==> src/rtl/lsm_pkg.sv <==
package lsm_pkg;

    typedef enum logic [2:0] {
        K_COPY   = 3'd0,
        K_LOAD   = 3'd1,
        K_PAIR   = 3'd2,
        K_STORE  = 3'd3,
        K_ADD    = 3'd4,
        K_SUB    = 3'd5,
        K_RETMOV = 3'd6
    } uop_kind_e;

    typedef enum logic [2:0] {
        PH_IDLE = 3'd0,
        PH_COPY = 3'd1,
        PH_MEM  = 3'd2,
        PH_ADJ  = 3'd3,
        PH_RET  = 3'd4
    } seq_phase_e;

endpackage

==> src/rtl/lsm_popcnt.sv <==
module lsm_popcnt #(
    parameter int N  = 16,
    parameter int CW = $clog2(N + 1)
) (
    input  logic [N-1:0]  vec,
    output logic [CW-1:0] cnt
);
    always_comb begin
        cnt = '0;
        for (int i = 0; i < N; i++) begin
            cnt = cnt + CW'(vec[i]);
        end
    end
endmodule

==> src/rtl/lsm_lowbit.sv <==
module lsm_lowbit #(
    parameter int N  = 16,
    parameter int BW = $clog2(N)
) (
    input  logic [N-1:0]  vec,
    output logic [BW-1:0] idx,
    output logic          hit
);
    always_comb begin
        idx = '0;
        hit = 1'b0;
        for (int i = N - 1; i >= 0; i--) begin
            if (vec[i]) begin
                idx = BW'(i);
                hit = 1'b1;
            end
        end
    end


    always_comb begin
        if (hit) begin
            low_sel_set_chk: assert (vec[idx]);
        end
    end
endmodule

==> src/rtl/lsm_seq.sv <==
module lsm_seq
    import lsm_pkg::*;
#(
    parameter int REGS = 16
) (
    input  logic                         clk,
    input  logic                         rst_n,
    input  logic                         in_valid,
    output logic                         in_ready,
    input  logic [REGS-1:0]              in_list,
    input  logic [$clog2(REGS)-1:0]      in_base,
    input  logic                         in_load,
    input  logic                         in_up,
    input  logic                         in_wback,
    input  logic                         in_user,
    input  logic                         in_always,
    output logic                         out_valid,
    input  logic                         out_ready,
    output logic [2:0]                   out_kind,
    output logic [$clog2(REGS):0]        out_ra,
    output logic [$clog2(REGS):0]        out_rb,
    output logic [$clog2(REGS):0]        out_addr_reg,
    output logic [$clog2(4*REGS):0]      out_offset,
    output logic                         out_up,
    output logic                         out_first,
    output logic                         out_last,
    output logic                         out_dcommit,
    output logic                         out_ctrl,
    output logic                         out_indirect,
    output logic                         out_cond,
    output logic                         out_uncond,
    output logic                         out_return,
    output logic                         out_user_bank,
    output logic                         out_exc_ret,
    output logic                         out_macro_ctrl
);
    localparam int BW = $clog2(REGS);
    localparam int IW = BW + 1;
    localparam int CW = $clog2(REGS + 1);
    localparam int OW = $clog2(4 * REGS) + 1;
    localparam logic [IW-1:0] PC_IX    = IW'(REGS - 1);
    localparam logic [IW-1:0] TMP_BASE = IW'(REGS);
    localparam logic [IW-1:0] TMP_PC   = IW'(REGS + 1);
    localparam logic [REGS-1:0] ONE    = {{(REGS-1){1'b0}}, 1'b1};

    typedef struct packed {
        seq_phase_e      phase;
        logic [REGS-1:0] rem;
        logic [CW-1:0]   left;
        logic [CW-1:0]   cnt;
        logic [OW-1:0]   off;
        logic [BW-1:0]   base;
        logic            load;
        logic            up;
        logic            wb;
        logic            always_c;
        logic            pctemp;
        logic            ubank;
        logic            eret;
        logic            via_tmp;
        logic            fresh;
        logic            ctrl_seen;
    } seq_t;

    seq_t st_q, st_d;

    // Population count of the incoming mask
    logic [CW-1:0] in_cnt;
    lsm_popcnt #(.N(REGS), .CW(CW)) u_count (.vec(in_list), .cnt(in_cnt));

    // Two lowest pending registers
    logic [REGS-1:0] scan_b;
    logic [BW-1:0]   pick_a, pick_b;
    logic            hit_a, hit_b;

    lsm_lowbit #(.N(REGS), .BW(BW)) u_pick_lo (.vec(st_q.rem), .idx(pick_a), .hit(hit_a));
    assign scan_b = st_q.rem & ~(ONE << pick_a);
    lsm_lowbit #(.N(REGS), .BW(BW)) u_pick_hi (.vec(scan_b), .idx(pick_b), .hit(hit_b));

    logic [IW-1:0] lo_ix, hi_ix, base_ix;
    assign lo_ix   = {1'b0, pick_a};
    assign hi_ix   = {1'b0, pick_b};
    assign base_ix = {1'b0, st_q.base};

    function automatic logic [IW-1:0] redirect(input logic [IW-1:0] ix, input logic to_tmp);
        return (to_tmp && ix == PC_IX) ? TMP_PC : ix;
    endfunction

    // Descriptor fields
    logic [2:0]    o_kind;
    logic [IW-1:0] o_ra, o_rb, o_addr;
    logic [OW-1:0] o_offset;
    logic          o_ctrl, o_ind, o_cond, o_uncond, o_ret, o_ubank, o_eret;
    logic          pair, pc_hit, copy_need, busy;
    logic [CW-1:0] left_nxt;
    seq_phase_e    nxt;

    assign busy      = (st_q.phase != PH_IDLE);
    assign copy_need = (in_load && in_list[in_base]) || (in_cnt == '0);

    always_comb begin
        st_d     = st_q;
        o_kind   = K_COPY;
        o_ra     = '0;
        o_rb     = '0;
        o_addr   = '0;
        o_offset = '0;
        o_ctrl   = 1'b0;
        o_ind    = 1'b0;
        o_cond   = 1'b0;
        o_uncond = 1'b0;
        o_ret    = 1'b0;
        o_ubank  = 1'b0;
        o_eret   = 1'b0;
        pair     = 1'b0;
        pc_hit   = 1'b0;
        left_nxt = st_q.left;
        nxt      = PH_IDLE;

        if (!busy) begin
            if (in_valid) begin
                st_d.phase     = copy_need ? PH_COPY : PH_MEM;
                st_d.rem       = in_list;
                st_d.left      = in_cnt;
                st_d.cnt       = in_cnt;
                st_d.off       = in_up ? '0 : (OW'({in_cnt, 2'b00}) - OW'(4));
                st_d.base      = in_base;
                st_d.load      = in_load;
                st_d.up        = in_up;
                st_d.wb        = in_wback;
                st_d.always_c  = in_always;
                st_d.pctemp    = in_load && in_wback && in_list[REGS-1];
                st_d.ubank     = in_user && !in_list[REGS-1];
                st_d.eret      = in_user && in_list[REGS-1];
                st_d.via_tmp   = copy_need;
                st_d.fresh     = 1'b1;
                st_d.ctrl_seen = 1'b0;
            end
        end else begin
            case (st_q.phase)
                PH_COPY: begin
                    o_kind = K_COPY;
                    o_ra   = TMP_BASE;
                    o_rb   = base_ix;
                    o_addr = base_ix;
                    nxt    = (st_q.cnt != '0) ? PH_MEM : PH_IDLE;
                end
                PH_MEM: begin
                    pair     = st_q.load && (st_q.left > CW'(1));
                    o_addr   = st_q.via_tmp ? TMP_BASE : base_ix;
                    o_offset = st_q.off;
                    o_ubank  = st_q.ubank;
                    if (pair) begin
                        o_kind = K_PAIR;
                        o_ra   = lo_ix;
                        o_rb   = redirect(hi_ix, st_q.pctemp);
                        pc_hit = (hi_ix == PC_IX);
                    end else begin
                        o_kind = st_q.load ? K_LOAD : K_STORE;
                        o_ra   = st_q.load ? redirect(lo_ix, st_q.pctemp) : lo_ix;
                        pc_hit = st_q.load && (lo_ix == PC_IX);
                    end
                    o_ctrl   = pc_hit && !st_q.wb;
                    o_ind    = o_ctrl;
                    o_cond   = o_ctrl && !st_q.always_c;
                    o_uncond = o_ctrl && st_q.always_c;
                    o_eret   = pc_hit && st_q.eret;
                    left_nxt = st_q.left - (pair ? CW'(2) : CW'(1));
                    nxt      = (left_nxt != '0) ? PH_MEM : (st_q.wb ? PH_ADJ : PH_IDLE);
                end
                PH_ADJ: begin
                    o_kind   = st_q.up ? K_ADD : K_SUB;
                    o_ra     = base_ix;
                    o_rb     = base_ix;
                    o_addr   = base_ix;
                    o_offset = OW'({st_q.cnt, 2'b00});
                    nxt      = st_q.pctemp ? PH_RET : PH_IDLE;
                end
                PH_RET: begin
                    o_kind   = K_RETMOV;
                    o_ra     = PC_IX;
                    o_rb     = TMP_PC;
                    o_ctrl   = 1'b1;
                    o_ind    = 1'b1;
                    o_ret    = 1'b1;
                    o_cond   = !st_q.always_c;
                    o_uncond = st_q.always_c;
                    nxt      = PH_IDLE;
                end
                default: nxt = PH_IDLE;
            endcase

            if (out_ready) begin
                st_d.phase     = nxt;
                st_d.fresh     = 1'b0;
                st_d.ctrl_seen = st_q.ctrl_seen | o_ctrl;
                if (st_q.phase == PH_MEM) begin
                    st_d.left = left_nxt;
                    st_d.rem  = pair ? (scan_b & ~(ONE << pick_b)) : scan_b;
                    st_d.off  = st_q.up ? (st_q.off + (pair ? OW'(8) : OW'(4)))
                                        : (st_q.off - (pair ? OW'(8) : OW'(4)));
                end
            end
        end
    end

    always_ff @(posedge clk or negedge rst_n) begin
        if (!rst_n) st_q <= '0;
        else        st_q <= st_d;
    end

    assign in_ready       = !busy;
    assign out_valid      = busy;
    assign out_kind       = o_kind;
    assign out_ra         = o_ra;
    assign out_rb         = o_rb;
    assign out_addr_reg   = o_addr;
    assign out_offset     = o_offset;
    assign out_up         = busy && st_q.up;
    assign out_first      = busy && st_q.fresh;
    assign out_last       = busy && (nxt == PH_IDLE);
    assign out_dcommit    = busy && (nxt != PH_IDLE);
    assign out_ctrl       = o_ctrl;
    assign out_indirect   = o_ind;
    assign out_cond       = o_cond;
    assign out_uncond     = o_uncond;
    assign out_return     = o_ret;
    assign out_user_bank  = o_ubank;
    assign out_exc_ret    = o_eret;
    assign out_macro_ctrl = st_q.ctrl_seen | o_ctrl;


    accept_first_chk: assert property (@(posedge clk) disable iff (!rst_n)
        in_valid && in_ready |=> out_valid && out_first);


    stall_hold_chk: assert property (@(posedge clk) disable iff (!rst_n)
        out_valid && !out_ready |=> out_valid && $stable(out_kind) && $stable(out_ra)
            && $stable(out_rb) && $stable(out_offset) && $stable(out_last));


    last_ends_chk: assert property (@(posedge clk) disable iff (!rst_n)
        out_valid && out_ready && out_last |=> !out_valid);


    retmov_close_chk: assert property (@(posedge clk) disable iff (!rst_n)
        out_valid && out_kind == K_RETMOV |-> out_last && out_return && out_ctrl);


    cond_excl_chk: assert property (@(posedge clk) disable iff (!rst_n)
        out_valid |-> $onehot0({out_cond, out_uncond}));


    copy_first_chk: assert property (@(posedge clk) disable iff (!rst_n)
        out_valid && out_kind == K_COPY |-> out_first && out_ra == TMP_BASE);


    first_once_chk: assert property (@(posedge clk) disable iff (!rst_n)
        out_valid && out_ready && !out_last |=> !out_first);
endmodule

==> config.mk <==
export PLATFORM = sky130hd
export DESIGN_NAME = lsm_seq
export DESIGN_NICKNAME = d
export VERILOG_FILES = /design/src/rtl/lsm_pkg.sv /design/src/rtl/lsm_popcnt.sv /design/src/rtl/lsm_lowbit.sv /design/src/rtl/lsm_seq.sv
export SDC_FILE = /design/constraint.sdc
export NUM_CORES = 1
export LEC_CHECK = 0
export CAP_MARGIN = 20
export CORE_MARGIN = 10
export CORE_UTILIZATION = 50
export DETAILED_ROUTE_END_ITERATION = 10
export PLACE_DENSITY_LB_ADDON = 0.2
export SETUP_SLACK_MARGIN = 0.15
export SYNTH_ARGS = -nofsm -noshare
export SYNTH_HDL_FRONTEND = slang
export SYNTH_SLANG_ARGS = --single-unit
==> constraint.sdc <==
create_clock -name clk -period 4.8 [get_ports clk]
set_input_delay 1.44 -clock clk [delete_from_list [all_inputs] [get_ports clk]]
set_output_delay 1.44 -clock clk [all_outputs]
set_load 0.1 [all_outputs]
=== Word level (Yosys, flattened, before mapping) ===
Index checks and enable logic that the tools add are counted.
W data, S select, Z words.

* Memories: 0
* Latch bits: 0
* ROM bits: 0
* Memory bits (writable): 0
* Register bits after elaboration: 50
* Output and inout bits: 39
* Word-level logic and storage cells: 180

* Reduce and logical (&&, ||, !) cells: 33
* Magnitude comparators: 2
* Equal/unequal tests: 8
* Multipliers: 0
* Bitwise operators: 7
* Add/sub/neg operators: 19
* Shifts and indexed selects: 2
* Divide/modulo/power cells: 0
* Mux-type cells: 93

{| class="wikitable"
|+ Operators with widths
! kind !! number
|-
| $mux W4 || 33
|-
| $add A5 B1 Y5 || 14
|-
| $mux W50 || 1
|-
| $mux W24 || 2
|-
| $mux W5 || 9
|-
| $mux W7 || 6
|-
| $and A16 B16 Y16 || 2
|-
| $not A16 Y16 || 2
|-
| $shl A1 B4 Y16 const A || 2
|-
| $mux W21 || 1
|-
| $pmux W5 S4 || 1
|-
| $mux W1 || 18
|-
| $mux W2 || 9
|-
| $pmux W3 S3 || 2
|-
| $logic_and A1 B1 Y1 || 17
|-
| $mux W16 || 1
|-
| $pmux W5 S3 || 1
|-
| $pmux W7 S2 || 1
|-
| $pmux W5 S2 || 1
|-
| $reduce_bool A5 Y1 || 2
|-
| $mux W3 || 3
|-
| $eq A4 B4 Y1 const B || 2
|-
| $add A7 B7 Y7 || 1
|-
| $sub A7 B3 Y7 const B || 1
|-
| 23 further kinds || 32
|}

=== Depth between registers and ports, before layout ===
* Depth in word-level cells: 45
* Depth in mapped cells: 17

=== Modules after synthesis ===
Synthesis repeated with hierarchy kept, for this count alone.

* Cell total of the unflattened synthesis: 541
* Area total of the unflattened synthesis: 4174.0 um^2

{| class="wikitable"
|+ Modules (own cells, without submodules)
! module !! times used !! area each (um^2) !! cells an instance
|-
| lsm_seq || 1 || 3408.3 || 428
|-
| lsm_popcnt || 1 || 407.9 || 47
|-
| lsm_lowbit || 2 || 178.9 || 33
|}

=== Least setup slack after synthesis ===
OpenSTA, ideal clock, no wires.

* Path type: flip-flop to output port
* From: reg st_q[35] in the netlist's numbering
* To: out out_rb[1]
* Buffers on the path: 1
* Stages on the path, launching flop included: 10
* Data arrival time: 4.855 ns
* Setup slack: -1.495 ns
* Required time: 3.360 ns
* Cell sequence: dfrtp_1 clkbuf_1 nor4_1 o31ai_2 or4_4 maj3_1 o311ai_1 or4_1 a211oi_1 o31ai_1

* Word-level cells in the longest chain between the ends: 30

{| class="wikitable"
|+ RTL lines
! item !! RTL line !! text
|-
| from (decl) || lsm_seq.sv:65 || <nowiki>seq_t st_q, st_d;</nowiki>
|-
| from (signal assigned) || lsm_seq.sv:209 || <nowiki>else st_q <= st_d;</nowiki>
|-
| $mux W4 (5 in series) || lsm_lowbit.sv:13 || <nowiki>if (vec[i]) begin</nowiki>
|-
| $shl A1 B4 Y16 || lsm_seq.sv:77 || <nowiki>assign scan_b = st_q.rem & ~(ONE << pick_a);</nowiki>
|-
| $not A16 Y16 || lsm_seq.sv:77 ||
|-
| $and A16 B16 Y16 (*) || lsm_seq.sv:77 ||
|-
| $mux W4 (15 in series) || lsm_lowbit.sv:13 ||
|-
| $mux W4 (*) || lsm_lowbit.sv:13 ||
|-
| $eq A4 B4 Y1 || lsm_seq.sv:86 || <nowiki>return (to_tmp && ix == PC_IX) ? TMP_PC : ix;</nowiki>
|-
| $logic_and A1 B1 Y1 || lsm_seq.sv:86 ||
|-
| $mux W5 (*) || lsm_seq.sv:86 ||
|-
| $mux W5 (*) || lsm_seq.sv:153 || <nowiki>if (pair) begin</nowiki>
|-
| $pmux W5 S3 (*) || lsm_seq.sv:140 || <nowiki>case (st_q.phase)</nowiki>
|-
| $mux W5 (*) || lsm_seq.sv:120 || <nowiki>if (!busy) begin</nowiki>
|-
| to (decl) || lsm_seq.sv:21 || <nowiki>output logic [$clog2(REGS):0] out_rb,</nowiki>
|}

Mark *: on every way between the ends. The rest lies on a longest branch, timed or not.

=== Final worst setup path ===
* From: in in_list[0]
* To: reg st_q[20] in the netlist's numbering

* Word-level cells in the longest chain between the ends: 19

{| class="wikitable"
|+ RTL lines
! item !! RTL line !! text
|-
| from (decl) || lsm_seq.sv:10 || <nowiki>input logic [REGS-1:0] in_list,</nowiki>
|-
| $add A1 B1 Y2 || lsm_popcnt.sv:11 || <nowiki>cnt = cnt + CW'(vec[i]);</nowiki>
|-
| $add A5 B1 Y5 (14 in series) || lsm_popcnt.sv:11 ||
|-
| $sub A7 B3 Y7 || lsm_seq.sv:126 || <nowiki>st_d.off = in_up ? '0 : (OW'({in_cnt, 2'b00}) - OW'(4));</nowiki>
|-
| $mux W7 || lsm_seq.sv:126 ||
|-
| $mux W50 || lsm_seq.sv:121 || <nowiki>if (in_valid) begin</nowiki>
|-
| $mux W7 || lsm_seq.sv:120 ||
|}

No other way between the ends. The select of a mux whose other input is x is not followed.
A chain may end at the register's enable or synchronous reset.

==> flow_metrics.tcl <==
set metrics [dict create \
    detail-route-antenna-nets 0 \
    hold_path.class "flop to flop" \
    cp-start-kind "primary input" \
    critPathCaptureType "flop" \
    rrSetupSlack_ns 1.39 \
    initial_core_util_pct 51.33 \
    min_path_cells 2 \
    yosysTopAreaCellShare_pct 28.62 \
    netlist.top_cell.by_area "dfrtp_1" \
    setup_viol 23 \
    wl_mm 17.12 \
    syn_area_per_cell_sq_um 8.180 \
    timing.final.crit_share_pct 109.1 \
    setup_ws_ns -0.4373 \
    ys_ff_latch 48 \
    synthFlopType "dfrtp_1" \
    dieArea_sq_mm 0.01246 \
    synth_cells 513 \
    cts_tree "done" \
    cts.sinks 48 \
    r2r_cells 11 \
    status "finished, violations left" \
    final_util_pct 79.34 \
    mostFrequentLayoutCells "buf_4 (113), nand2_1 (59), nor2_1 (39), dfrtp_1 (36), inv_1 (28)" \
    die_y_um 111.6 \
    pre_cts_ws_ns -1.215 \
    violations "setup timing" \
    async_reset_ff_share_pct 100.0 \
    place_congestion 0.9347 \
    ys_seq_area_share_pct 28.62 \
    grt_setup_unrepaired "true" \
    slew_violations 0 \
    grt_pass1_vias 4884 \
    max_slew.worst_pin.slew_ns 0.8274 \
    detailroute.via_count 5020 \
    post_drt_wl_per_cell_um 22.26 \
    register_area_sq_mm 0.001216 \
    synth_edf_count 0 \
    numCtsBuffers 5 \
    area_growth_pct 54.56 \
    synth.area.top_cells "dfrtp_1 (29%), fa_1 (5.7%), nand2_1 (5.5%)" \
    multi_input_area_sq_mm 0.003326 \
    via_per_inst 6.528 \
    yosys_warnings 0 \
    root_buffer "clkbuf_8" \
    io_buffer_count 65 \
    dieWidth_um 111.6 \
    grt_pass1_wl_mm 26.30 \
    diodes 0 \
    skew_ns 0.009469 \
    grt_start_max_net_pins 39 \
    syn_area_sq_mm 0.004197 \
    hold_viol 0 \
    max-cap-violations 0 \
    min_period_ns 5.237 \
    ctsHoldBuffers 0 \
    dr.pass1.iters 6 \
    cp.required_ns 5.00 \
    layout.nets 717 \
    drive_gt1_share_pct 38.55 \
    drt_iter0_markers 539 \
    cts_buffer_depth 2 \
    max_clock_freq_ghz 0.1909 \
    placeableCoreArea_sq_mm 0.008175 \
    final_common_cell "buf_4" \
    drc 0 \
    fillCellCount 545 \
    fin_tns_setup_ns -5.707 \
    crit_type "primary input to flop" \
    h-tree-depth 2 \
    path_max_fanout 4 \
    place.detailed.hpwl_mm 12.16 \
    antenna_found_initial 0 \
    path_clk_slew_ns 0.10 \
    grt_remaining_overflow 0 \
    fp-row-count 33 \
    critPathArrivalTime_ns 5.44 \
    clock_latency_ns 0.31 \
    grt_usage_pct 25.31 \
    ios 68 \
    synthDistinctLibCells 68 \
    slew-limit-headroom_pct 44.84 \
]
==> worst paths after layout <==
| kind | from | endpoint |
|---|---|---|
| worst min register to register | st_q[4] | st_q[4] |
| worst max-delay path | in_list[0] | st_q[20] |
| min in group asynchronous | rst_n | st_q[6] |
| worst min-delay path | st_q[4] | st_q[4] |
| worst max register to register | st_q[45] | st_q[46] |
| max in group asynchronous | rst_n | st_q[31] |
==> final cells by class <==
class | count | area share [%]
multi-input combinational | 407 | 51.27
clock inverter | 3 | 0.7137
tap | 105 | 2.025
clock buffer | 5 | 1.061
timing repair buffer | 170 | 24.38
inverter | 31 | 1.794
sequential | 48 | 18.75
==> worst max-delay path, cell delays in order <==
cell,delay (ns)
buf_6,0.10
ha_4,0.25
inv_2,0.03
fa_1,0.50
inv_2,0.05
fa_1,0.46
fa_1,0.49
inv_1,0.05
fa_1,0.46
fa_2,0.37
fa_2,0.60
ha_4,0.17
nand3_2,0.06
xor2_1,0.16
a21oi_1,0.16
o22ai_1,0.08
==> routing by layer <==
layer | global-route usage (%) | part of all wire, % | vias up
li1 | - | - | 2181
met1 | 33.45 | 39 | 2399
met2 | 38.77 | 45 | 370
met3 | 7.407 | 12 | 70
met4 | 8.312 | 4.2 | 0
met5 | 0 | 0 | -
==> cell usage after synthesis (all sizes together), types with 4 or more instances <==
cell     n
ha      13
nor2    44
clkbuf  19
xnor2    5
or4      4
nor4     9
nor2b    4
mux2i    8
a22o     4
nand2   61
nand3   11
inv     31
o31a     4
and3     4
a21oi   30
or3      4
buf      9
a21o     8
nor3    13
xor2     6
mux4     5
a21boi   8
a32oi    4
fa      12
a211oi   6
nand2b   8
o211ai   5
a221oi   6
a31oi   13
dfrtp   48
o31ai    5
a22oi   11
o21ai   39
and2    12
==> state kept, by name (all words and copies together) (netlist names) <==
| name | count |
|---|---|
| base_ix | 4 |
| st_q | 44 |
==> cell families after synthesis <==
logic type | share of synthesized area, %
adder cells (fa/ha/maj) | 9.839
multiplexers | 4.592
AO/OA/AOI/OAI | 27.43
other | 0.08936
buffers and inverters | 5.695
flip-flops | 28.62
XOR/XNOR | 2.296
AND/OR/NAND/NOR | 21.44
==> per-stage QoR <==
| stage | hold WS [ns] | cell area (sq um) | std cells |
|---|---|---|---|
| floorplan | 0.4304 | 4442 | 514 |
| global placement | 0.4423 | 5589 | 714 |
| detailed placement | 0.4576 | 5589 | 714 |
| CTS | 0.4794 | 6213 | 752 |
| global route | 0.5125 | 6486 | 769 |
| finish | 0.4735 | 6486 | 769 |
==> repair_timing <==
item | 4_1_cts | 5_1_grt
endpoints found under the setup margin | 31 | 31
pin swaps | 47 | 26
resized for setup | 82 | 36
setup buffers | 30 | 17
Power is left out: the tool's default activity adds up to more than one toggle a clock period on the data nets, which glitch-free logic cannot reach.
